`src/rtl/gpio_port_pkg.sv`:
```
package gpio_port_pkg;
  localparam int ADDR_W = 3;

  typedef enum logic [ADDR_W-1:0] {
    REG_DATA  = 3'd0,
    REG_DIR   = 3'd1,
    REG_ROLE  = 3'd2,
    REG_FSEL0 = 3'd3,
    REG_FSEL1 = 3'd4,
    REG_ODRN  = 3'd5,
    REG_DSET  = 3'd6,
    REG_DCLR  = 3'd7
  } reg_sel_e;
endpackage

```
`src/rtl/gpio_sync.sv`:
```
module gpio_sync #(
  parameter int WIDTH  = 16,
  parameter int STAGES = 2
) (
  input  logic             clk,
  input  logic             rst,
  input  logic [WIDTH-1:0] async_in,
  output logic [WIDTH-1:0] sync_out
);
  logic [WIDTH-1:0] stage_q [STAGES];

  always_ff @(posedge clk) begin
    if (rst) stage_q[0] <= '0;
    else     stage_q[0] <= async_in;
  end

  for (genvar s = 1; s < STAGES; s++) begin : g_stage
    always_ff @(posedge clk) begin
      if (rst) stage_q[s] <= '0;
      else     stage_q[s] <= stage_q[s-1];
    end
  end

  assign sync_out = stage_q[STAGES-1];

  if (STAGES == 2) begin : g_chk
    AST_SYNC_TWO_FLOP: assert property (@(posedge clk) disable iff (rst)
      (!$past(rst) && !$past(rst, 2)) |-> (sync_out == $past(async_in, 2)));
  end
endmodule

```
`src/rtl/gpio_regs.sv`:
```
module gpio_regs
  import gpio_port_pkg::*;
#(
  parameter int WIDTH = 16
) (
  input  logic              clk,
  input  logic              rst,
  input  logic              wr_en,
  input  logic              rd_en,
  input  logic [ADDR_W-1:0] addr,
  input  logic [WIDTH-1:0]  wdata,
  input  logic [WIDTH/8-1:0] be,
  input  logic [WIDTH-1:0]  pin_sync,
  output logic [WIDTH-1:0]  dir_q,
  output logic [WIDTH-1:0]  role_q,
  output logic [WIDTH-1:0]  fsel0_q,
  output logic [WIDTH-1:0]  fsel1_q,
  output logic [WIDTH-1:0]  odrn_q,
  output logic [WIDTH-1:0]  latch_q,
  output logic [WIDTH-1:0]  rdata_q
);
  localparam int NBYTES = WIDTH / 8;

  logic [WIDTH-1:0] byte_mask;
  logic [WIDTH-1:0] port_view;
  logic [WIDTH-1:0] rd_mux;
  reg_sel_e         sel;

  for (genvar b = 0; b < NBYTES; b++) begin : g_mask
    assign byte_mask[b*8 +: 8] = {8{be[b]}};
  end

  assign sel       = reg_sel_e'(addr);
  assign port_view = (latch_q & ~dir_q) | (pin_sync & dir_q);

  function automatic logic [WIDTH-1:0] merge(input logic [WIDTH-1:0] old_v,
                                             input logic [WIDTH-1:0] new_v,
                                             input logic [WIDTH-1:0] m);
    return (old_v & ~m) | (new_v & m);
  endfunction

  always_ff @(posedge clk) begin
    if (rst) begin
      dir_q   <= '1;
      role_q  <= '0;
      fsel0_q <= '0;
      fsel1_q <= '0;
      odrn_q  <= '0;
      latch_q <= '0;
    end else if (wr_en) begin
      case (sel)
        REG_DATA:  latch_q <= merge(latch_q, wdata, byte_mask);
        REG_DIR:   dir_q   <= merge(dir_q,   wdata, byte_mask);
        REG_ROLE:  role_q  <= merge(role_q,  wdata, byte_mask);
        REG_FSEL0: fsel0_q <= merge(fsel0_q, wdata, byte_mask);
        REG_FSEL1: fsel1_q <= merge(fsel1_q, wdata, byte_mask);
        REG_ODRN:  odrn_q  <= merge(odrn_q,  wdata, byte_mask);
        REG_DSET:  latch_q <= port_view | wdata;
        REG_DCLR:  latch_q <= port_view & ~wdata;
        default:   ;
      endcase
    end
  end

  always_comb begin
    case (sel)
      REG_DATA:  rd_mux = port_view;
      REG_DIR:   rd_mux = dir_q;
      REG_ROLE:  rd_mux = role_q;
      REG_FSEL0: rd_mux = fsel0_q;
      REG_FSEL1: rd_mux = fsel1_q;
      REG_ODRN:  rd_mux = odrn_q;
      default:   rd_mux = '0;
    endcase
  end

  always_ff @(posedge clk) begin
    if (rst)        rdata_q <= '0;
    else if (rd_en) rdata_q <= rd_mux;
  end

  AST_SET_FORCES_ONES: assert property (@(posedge clk) disable iff (rst)
    (wr_en && sel == REG_DSET) |=> ((latch_q & $past(wdata)) == $past(wdata)));
  AST_CLR_FORCES_ZEROS: assert property (@(posedge clk) disable iff (rst)
    (wr_en && sel == REG_DCLR) |=> ((latch_q & $past(wdata)) == '0));
endmodule

```
`src/rtl/gpio_pin_mux.sv`:
```
module gpio_pin_mux #(
  parameter int WIDTH = 16,
  parameter int NFUNC = 4
) (
  input  logic                   clk,
  input  logic                   rst,
  input  logic [WIDTH-1:0]       dir_q,
  input  logic [WIDTH-1:0]       role_q,
  input  logic [WIDTH-1:0]       fsel0_q,
  input  logic [WIDTH-1:0]       fsel1_q,
  input  logic [WIDTH-1:0]       odrn_q,
  input  logic [WIDTH-1:0]       latch_q,
  input  logic [NFUNC*WIDTH-1:0] periph_out,
  input  logic [NFUNC*WIDTH-1:0] periph_oe,
  output logic [WIDTH-1:0]       pad_out_q,
  output logic [WIDTH-1:0]       pad_oe_q
);
  localparam int SEL_SPAN = 4;

  logic [WIDTH-1:0] fn_out [SEL_SPAN];
  logic [WIDTH-1:0] fn_oe  [SEL_SPAN];
  logic [WIDTH-1:0] val_nxt, en_nxt, out_nxt, oe_nxt;

  for (genvar f = 0; f < SEL_SPAN; f++) begin : g_fn
    if (f < NFUNC) begin : g_live
      assign fn_out[f] = periph_out[f*WIDTH +: WIDTH];
      assign fn_oe[f]  = periph_oe[f*WIDTH +: WIDTH];
    end else begin : g_idle
      assign fn_out[f] = '0;
      assign fn_oe[f]  = '0;
    end
  end

  for (genvar i = 0; i < WIDTH; i++) begin : g_pin
    logic [1:0] sel;
    logic       p_val, p_en;
    assign sel   = {fsel1_q[i], fsel0_q[i]};
    assign p_val = fn_out[sel][i];
    assign p_en  = fn_oe[sel][i];
    assign val_nxt[i] = role_q[i] ? p_val : latch_q[i];
    assign en_nxt[i]  = role_q[i] ? p_en  : ~dir_q[i];
    assign out_nxt[i] = odrn_q[i] ? 1'b0 : val_nxt[i];
    assign oe_nxt[i]  = odrn_q[i] ? (en_nxt[i] & ~val_nxt[i]) : en_nxt[i];
  end

  always_ff @(posedge clk) begin
    if (rst) begin
      pad_out_q <= '0;
      pad_oe_q  <= '0;
    end else begin
      pad_out_q <= out_nxt;
      pad_oe_q  <= oe_nxt;
    end
  end

  AST_OD_NEVER_DRIVES_HIGH: assert property (@(posedge clk) disable iff (rst)
    1'b1 |=> ((pad_oe_q & pad_out_q & $past(odrn_q)) == '0));
  AST_INPUT_PIN_UNDRIVEN: assert property (@(posedge clk) disable iff (rst)
    1'b1 |=> ((pad_oe_q & $past(dir_q & ~role_q)) == '0));
endmodule

```
`src/rtl/gpio_port.sv`:
```
module gpio_port
  import gpio_port_pkg::*;
#(
  parameter int WIDTH = 16,
  parameter int NFUNC = 4
) (
  input  logic                   clk,
  input  logic                   rst,
  input  logic                   bus_wr,
  input  logic                   bus_rd,
  input  logic [ADDR_W-1:0]      bus_addr,
  input  logic [WIDTH-1:0]       bus_wdata,
  input  logic [WIDTH/8-1:0]     bus_be,
  output logic [WIDTH-1:0]       bus_rdata,
  input  logic [WIDTH-1:0]       pad_in,
  output logic [WIDTH-1:0]       pad_out,
  output logic [WIDTH-1:0]       pad_oe,
  input  logic [NFUNC*WIDTH-1:0] periph_out,
  input  logic [NFUNC*WIDTH-1:0] periph_oe,
  output logic [WIDTH-1:0]       periph_in
);
  localparam int SYNC_STAGES = 2;

  logic [WIDTH-1:0] pin_sync;
  logic [WIDTH-1:0] dir_q, role_q, fsel0_q, fsel1_q, odrn_q, latch_q;

  gpio_sync #(.WIDTH(WIDTH), .STAGES(SYNC_STAGES)) u_sync (
    .clk(clk), .rst(rst), .async_in(pad_in), .sync_out(pin_sync)
  );

  gpio_regs #(.WIDTH(WIDTH)) u_regs (
    .clk(clk), .rst(rst), .wr_en(bus_wr), .rd_en(bus_rd), .addr(bus_addr),
    .wdata(bus_wdata), .be(bus_be), .pin_sync(pin_sync),
    .dir_q(dir_q), .role_q(role_q), .fsel0_q(fsel0_q), .fsel1_q(fsel1_q),
    .odrn_q(odrn_q), .latch_q(latch_q), .rdata_q(bus_rdata)
  );

  gpio_pin_mux #(.WIDTH(WIDTH), .NFUNC(NFUNC)) u_mux (
    .clk(clk), .rst(rst), .dir_q(dir_q), .role_q(role_q),
    .fsel0_q(fsel0_q), .fsel1_q(fsel1_q), .odrn_q(odrn_q), .latch_q(latch_q),
    .periph_out(periph_out), .periph_oe(periph_oe),
    .pad_out_q(pad_out), .pad_oe_q(pad_oe)
  );

  assign periph_in = pin_sync;
endmodule

```
`config.mk`:
```
export PLATFORM = sky130hd
export DESIGN_NAME = gpio_port
export DESIGN_NICKNAME = d
export VERILOG_FILES = /design/src/rtl/gpio_port_pkg.sv /design/src/rtl/gpio_sync.sv /design/src/rtl/gpio_regs.sv /design/src/rtl/gpio_pin_mux.sv /design/src/rtl/gpio_port.sv
export SDC_FILE = /design/constraint.sdc
export NUM_CORES = 1
export LEC_CHECK = 0
export BUFFER_PORTS_ARGS = -buffer_cell sky130_fd_sc_hd__buf_2
export CAP_MARGIN = 20
export CORE_MARGIN = 2
export CORE_UTILIZATION = 46
export DETAILED_ROUTE_END_ITERATION = 16
export PLACE_DENSITY = 0.83
export SKIP_LAST_GASP = 1
export SYNTH_ARGS = -nofsm -noshare
export SYNTH_HDL_FRONTEND = slang
export SYNTH_SLANG_ARGS = --single-unit
```
`constraint.sdc`:
```
create_clock -name clk -period 1.6 [get_ports clk]
set_input_delay 0.32 -clock clk [delete_from_list [all_inputs] [get_ports clk]]
set_output_delay 0.32 -clock clk [all_outputs]
set_load 0.02 [all_outputs]
```
======== Yosys cells after proc, flatten, opt, wreduce, memory -nomap -nowiden ========
Memory sizes are Yosys's and may differ from the RTL's.
Cells that the tools add are included.
storage, ports and cells
  register bits ........................... 144
  RAM bits ................................ 32
  output and inout bits ................... 64
  memories kept ........................... 1
operators by class
  order comparisons ....................... 16
  eq/ne operators ......................... 7
  muxes and demuxes ....................... 151
  bitwise logic cells ..................... 87
  reduce and logical (&&, ||, !) cells .... 24
memory list
  memory          depth  width  rd ports  clocked after Yosys merged registers in  write ports  line             source
  u_sync.stage_q  2      16     2         0                                        2            gpio_sync.sv:10  logic [WIDTH-1:0] stage_q [STAGES];
operators with widths
  operator                                    number
  binary-select mux 16 bit (select 2 bit)     32
  bitwise AND 16 bit                          10
  OR 16 bit                                   8
  2-to-1 mux 16 bit                           6
  one-hot mux 16 bit (6 select lines)         1
  2-to-1 mux 15 bit                           4
  2-to-1 mux 14 bit                           4
  2-to-1 mux 1 bit                            55
  2-to-1 mux 13 bit                           4
  >= comparator 3 bit, second input constant  16
  2-to-1 mux 12 bit                           4
  NOT 16 bit                                  3
  NOT 2 -> 3 bit                              16
  one-hot mux 16 bit (3 select lines)         1
  2-to-1 mux 11 bit                           4
  2-to-1 mux 10 bit                           4
  2-to-1 mux 9 bit                            4
  2-to-1 mux 8 bit                            4
  NOT 1 bit                                   32
  OR reduction 2 bit                          16
  2-to-1 mux 7 bit                            4
  2-to-1 mux 6 bit                            4
  2-to-1 mux 5 bit                            4
  bitwise AND 1 bit                           16
  10 further kinds                            29

======== Logic depth before layout (Yosys ltp) ========
Gate-level depths: netlist of run 1.
  word-level depth ........................ 8
  mapped depth ............................ 7
  mapped depth without buffers ............ 4

======== Hierarchy ========
Synthesis of run 1 repeated with hierarchy kept, for this count alone.
second synthesis, totals
  cell total of the unflattened synthesis .. 950
  area, all modules ....................... 8858.5 um^2
modules (own cells, without submodules)
  module        instances  cells an instance  area each (um^2)
  gpio_regs     1          624                5410.2
  gpio_pin_mux  1          259                2585.0
  gpio_sync     1          67                 863.3

======== Worst setup path after synthesis of run 1 ========
No wires, ideal clock.
  path kind ............................... input -> register
  from .................................... input port bus_addr[2]
  to ...................................... register (tool-made name)
  arrival time ............................ 1.371 ns
  path slack .............................. 0.100 ns
  stages .................................. 6
  buffers on the path ..................... 2
  path through ............................ buf_2 -> buf_2 -> clkinv_1 -> nand4_2 -> mux2i_1 -> nand2_1
RTL lines
  element      line             source
  from (decl)  gpio_port.sv:11  input logic [ADDR_W-1:0] bus_addr,

==> results of run 1 <==
==> cells by family after synthesis <==
kind of cell | Yosys count
and+or+nand+nor | 286
AOI/OAI and AO/OA | 182
DFF | 176
muxes | 133
buffers and inverters | 68
==> per-layer routing <==
| layer | global-route usage (%) | up-vias | share of wire, % |
|---|---|---|---|
| met5 | 0 | - | 0.040 |
| met4 | 11.3 | 2 | 3.2 |
| met3 | 7.19 | 84 | 9.8 |
| met2 | 42.0 | 437 | 46 |
| met1 | 34.7 | 3709 | 41 |
| li1 | - | 3612 | - |
==> where the power goes <==
group | total, mW | internal, mW | switching (mW)
Clock | 4.28 | 2.63 | 1.65
Sequential | 4.63 | 4.52 | 0.118
Combinational | 1.16 | 0.534 | 0.626
==> layout make-up <==
cell class	count	area (um2)
Timing Repair Buffer	295	1760
Tap cell	225	282
Clock inverter	6	105
Multi-Input combinational cell	601	4290
Antenna cell	4	10.0
Inverter	3	11.3
Fill cell	1437	6820
Sequential cell	176	3520
Clock buffer	23	498
==> path summary, 6_finish.rpt <==
| check | from | endpoint | slack, ns | depth (start not counted) |
|---|---|---|---|---|
| setup reg to reg | register | u_mux.pad_oe_q[1] | 0.15 | 2 |
| setup / recovery | register | u_mux.pad_oe_q[1] | 0.15 | 2 |
| hold / removal | pad_in[6] | u_sync.stage_q[0][6] | 0.1 | 2 |
| hold reg to reg | u_sync.stage_q[0][11] | u_sync.stage_q[1][11] | 0.43 | 1 |
==> metrics by stage <==
stage | area [um2] | utilization, %
floorplan | 8120 | -
global placement | 9870 | 57.1
detailed placement | 9870 | 57.1
CTS | 10500 | 60.5
global route | 10500 | 60.6
finish | 10500 | 60.6
==> placed cells by master, fill, tap and decap left out, types with 3 or more instances in the layout <==
cell type and count:
clkbuf_16 17, dfxtp_1 176, o221a_2 3, o21a_1 3, clkinv_2 3, bufinv_16 3
a31oi_1 21, o221ai_1 3, o21ai_0 36, buf_2 231, clkbuf_8 5, nor2_1 86
o22ai_1 6, a22oi_1 5, mux2i_1 100, nor2b_1 36, diode_2 4, a211oi_1 20
o2bb2ai_1 7, o22a_1 4, a311oi_1 24, nor3_1 65, nor4b_1 4, buf_4 54
buf_12 10, nand2_1 78, and4_1 4, a21oi_1 39, mux4_2 32, nand2b_1 4
==> critical path, cell delays in order, from the launching register on <==
cell and delay (ns):
dfxtp_1 0.45, mux4_2 0.57, a311oi_1 0.33
==> run summary, run 1 <==
status: finished, final reports clean
CTS Hold Buffers Added: 0
DP Worst Slack: -0.128 ns
endpoint class of the critical path: register
Mapped Avg Cell Area: 9.61 um2
Vias/cell: 5.88
post-route ant nets: 0
first-pass GRT wire length: 38.7 mm
core area: 17300 um2
LEAKAGE: 4.38 nW
Overall Power: 10.1 mW
Synth Area in XOR/XNOR: 0%
vias in the first global route: 7472
hold slack: 0.0950 ns
sequential area share after synthesis: 43.4%
drt initial violations: 890
final hold vios: 0
critical path class: reg2reg
clock root buffer: clkbuf_16
simple-gate share of the synthesized area: 16.6%
Final TNS setup: 0 ns
asr flop ratio synth: 0%
largest family of logic cells by synthesized area: multiplexers
H-tree lvl count: 4
Post-CTS Setup Bufs: 0
pin count of the biggest net entering global routing: 78
Synth cell types: 44
max cap viols: 0
Worst EP required: 1.92 ns
hold crit path type: in2reg
final global-route overflow total: 0
area of the mapped netlist: 8120 um2
cell taking the most area after synthesis: dfxtp_1
power per cell area: 961 nW/um2
Synth Instances: 845
CTS buffer count: 17
prevailing post-synth register cell: dfxtp_1
post-layout minimum cycle time: 1.45 ns
Max FO, Critical Path: 4
Syn Nets: 1014
I/O pin count: 233
multiplexer share of the synthesized area: 21.4%
DP HPWL: 18.0 mm
Worst EP arrival: 1.77 ns
via count: 7844
area fraction in compound gates after synthesis: 14.9%
TritonCTS Sinks: 176
share of post-route cells with drive strength above 1: 33.1%
Avg WL per Cell: 18.9 um
Die X: 137 um
most common cell in the netlist: dfxtp_1
VDD IR max: 0.799 mV
fin. max-slew vios: 0
DP Cell Count: 1300
Clock Path Buffers: 2
initial antenna violation count: 5
Synth Warn #: 0
cell row count: 48
RSZ-0062 raised after global routing: false
final setup violation count: 0
detailed-router iteration count before antenna repair: 5
Worst setup SP type: register
Syn-to-layout area delta: 29.1%
die footprint: 18700 um2
Final GP Congestion: 0.909
TritonCTS clock tree: done
input/output buffers: 232
slew margin rel.: 63.9%
setup clock skew after layout: 0.00580 ns
die span in y: 137 um
fraction of the cycle the final worst path needs: 90.7%
Final WS setup: 0.150 ns
total global-route track usage: 26.7%
f_max: 689 MHz
Post-Layout Cell Count: 1333
CTS resizes: 0
top-area cell type share of the netlist area: 43.4%
register bit total from synthesis: 176
Commonest cells post-synth: dfxtp_1, mux2i_1, nor2_1, nand2_1, nor3_1
clock insertion delay at the later pin of the skew report: 0.43 ns
Final nets: 1263
Worst-Margin Slew: 0.542 ns
EDFF count, synth: 0
Initial Util: 46.9%
WL final: 25.2 mm
Adder-Cell Fraction of Synth Area: 0%
top post-synthesis cells by area: dfxtp_1, mux2i_1, mux4_2, nor3_1, nor2_1
CTS clk-pin slew, worst paths: 0.06 ns
Residual DRC: 0
No activity file was read; power rests on OpenSTA's default activity.
==> run 2, diff against run 1 <==
--- a/config.mk
+++ b/config.mk
@@ -11,6 +11,7 @@
 export CORE_UTILIZATION = 46
 export DETAILED_ROUTE_END_ITERATION = 16
 export PLACE_DENSITY = 0.83
+export SETUP_SLACK_MARGIN = 0.4
 export SKIP_LAST_GASP = 1
 export SYNTH_ARGS = -nofsm -noshare
 export SYNTH_HDL_FRONTEND = slang
==> run 2 against run 1 <==
Clock power shrank 3%. Critical endpoint is now u_mux.pad_oe_q[12]. Critical path depth is the same. Count of clock-buffer cells in the layout shrank 3. Largest cell class unchanged. Highest routed layer is now met4. Die area is the same. Utilization grew 6.9 points. Setup slack gained 0.16 ns. Global-route usage grew 1.7 points. Flip-flop and latch count is the same. Combinational power grew 19%. Sequential share of layout area shrank 1.7 points.
==> run summary, run 2 (same netlist as run 1, synthesis figures left out) <==
Final nets: 1306 (was 1263)
Worst setup SP type: register (unchanged)
die span in y: 137 um (unchanged)
endpoint class of the critical path: register (unchanged)
drt initial violations: 1048 (was 890)
DP HPWL: 18.4 mm (was 18.0 mm)
CTS buffer count: 17 (unchanged)
Max FO, Critical Path: 3 (was 4)
DP Cell Count: 1310 (was 1300)
critical path class: reg2reg (unchanged)
pin count of the biggest net entering global routing: 49 (was 78)
most frequent cells in the layout: buf_2, buf_4, mux2i_1 (was buf_2, dfxtp_1, mux2i_1)
final hold vios: 0 (unchanged)
Avg WL per Cell: 19.9 um (was 18.9 um)
TritonCTS Sinks: 176 (unchanged)
setup clock skew after layout: 0.00783 ns (was 0.00580 ns)
Overall Power: 10.1 mW (about the same)
post-layout minimum cycle time: 1.29 ns (was 1.45 ns)
WL final: 27.5 mm (was 25.2 mm)
cell row count: 48 (unchanged)
fin. max-slew vios: 0 (unchanged)
LEAKAGE: 4.62 nW (was 4.38 nW)
clock insertion delay at the later pin of the skew report: 0.44 ns (was 0.43 ns)
Final WS setup: 0.306 ns (was 0.150 ns)
post-route ant nets: 0 (unchanged)
Worst EP arrival: 1.63 ns (was 1.77 ns)
share of post-route cells with drive strength above 1: 49.0% (was 33.1%)
Residual DRC: 0 (unchanged)
f_max: 773 MHz (was 689 MHz)
vias in the first global route: 7938 (was 7472)
initial antenna violation count: 1 (was 5)
power per cell area: 869 nW/um2 (was 961 nW/um2)
Die X: 137 um (unchanged)
final setup violation count: 0 (unchanged)
Initial Util: 46.9% (unchanged)
RSZ-0062 raised after global routing: true (was false)
TritonCTS clock tree: done (unchanged)
Vias/cell: 5.97 (was 5.88)
die footprint: 18700 um2 (unchanged)
Clock Path Buffers: 2 (unchanged)
HP Start: pad_in[3] (was pad_in[6])
most common cell after layout, fill and taps aside: buf_2 (unchanged)
Final GP Congestion: 0.934 (was 0.909)
final global-route overflow total: 0 (unchanged)
slew margin rel.: 72.3% (was 63.9%)
Worst-Margin Slew: 0.416 ns (was 0.542 ns)
Worst EP required: 1.93 ns (was 1.92 ns)
first-pass GRT wire length: 41.0 mm (was 38.7 mm)
CTS Hold Buffers Added: 0 (unchanged)
hold crit path type: in2reg (unchanged)
H-tree lvl count: 4 (unchanged)
via count: 8212 (was 7844)
DP Worst Slack: -0.0758 ns (was -0.128 ns)
max cap viols: 0 (unchanged)
Post-Layout Cell Count: 1376 (was 1333)
CTS clk-pin slew, worst paths: 0.07 ns (was 0.06 ns)
detailed-router iteration count before antenna repair: 6 (was 5)
total global-route track usage: 28.4% (was 26.7%)
input/output buffers: 232 (unchanged)
Syn-to-layout area delta: 43.8% (was 29.1%)
core area: 17300 um2 (unchanged)
status: finished, final reports clean (unchanged)
I/O pin count: 233 (unchanged)
clock root buffer: clkbuf_16 (unchanged)
fraction of the cycle the final worst path needs: 80.9% (was 90.7%)
VDD IR max: 0.820 mV (was 0.799 mV)
==> run 2: timing repair <==
action / in CTS / in global routing
buffers inserted: 27 / 6
gates resized for setup: 238 / 80
pin swaps: 32 / 30
endpoints found under the setup margin: 109 / 178
==> run 2: final timing paths <==
path                                to  slack (ns)  depth (start not counted)
setup / recovery    u_mux.pad_oe_q[12]        0.31                          2
setup reg to reg    u_mux.pad_oe_q[12]        0.31                          2
hold / removal    u_sync.stage_q[0][3]        0.09                          2
hold reg to reg   u_sync.stage_q[1][8]        0.44                          1
==> run 2: cell type report <==
type | instances | area [um2]
Clock buffer | 20 | 447
Antenna cell | 1 | 2.50
Tap cell | 225 | 282
Multi-Input combinational cell | 601 | 4600
Timing Repair Buffer | 338 | 2460
Clock inverter | 12 | 133
Sequential cell | 176 | 3720
Inverter | 3 | 20.0
Fill cell | 1292 | 5630
==> run 2: worst max-delay path: stages, from the launching register on <==
cell and delay [ns]:
dfxtp_4 0.38, mux4_2 0.54, a311oi_2 0.27
==> run 2: per-layer routing <==
layer / GRT usage, % / routed length, um
met1: 36.1 / 10800
met5: 0 / 0
met2: 46.4 / 13200
met3: 6.00 / 2500
met4: 13.2 / 997
==> run 2: where the power goes <==
group	internal [mW]	switching [mW]
Clock	2.35	1.79
Combinational	0.677	0.705
Sequential	4.49	0.134
==> run 2: per-stage QoR <==
| step | util (%) | instance area [um2] | TNS [ns] | hold slack, ns |
|---|---|---|---|---|
| 2_1_floorplan | - | 8280 | 0 | 0.414 |
| 3_3_place_gp | 57.4 | 9930 | -0.259 | 0.416 |
| 3_5_place_dp | 57.4 | 9930 | -0.711 | 0.422 |
| 4_1_cts | 65.6 | 11400 | 0 | 0.0786 |
| 5_1_grt | 67.5 | 11700 | 0 | 0.0860 |
| 6_report | 67.5 | 11700 | 0 | 0.0857 |
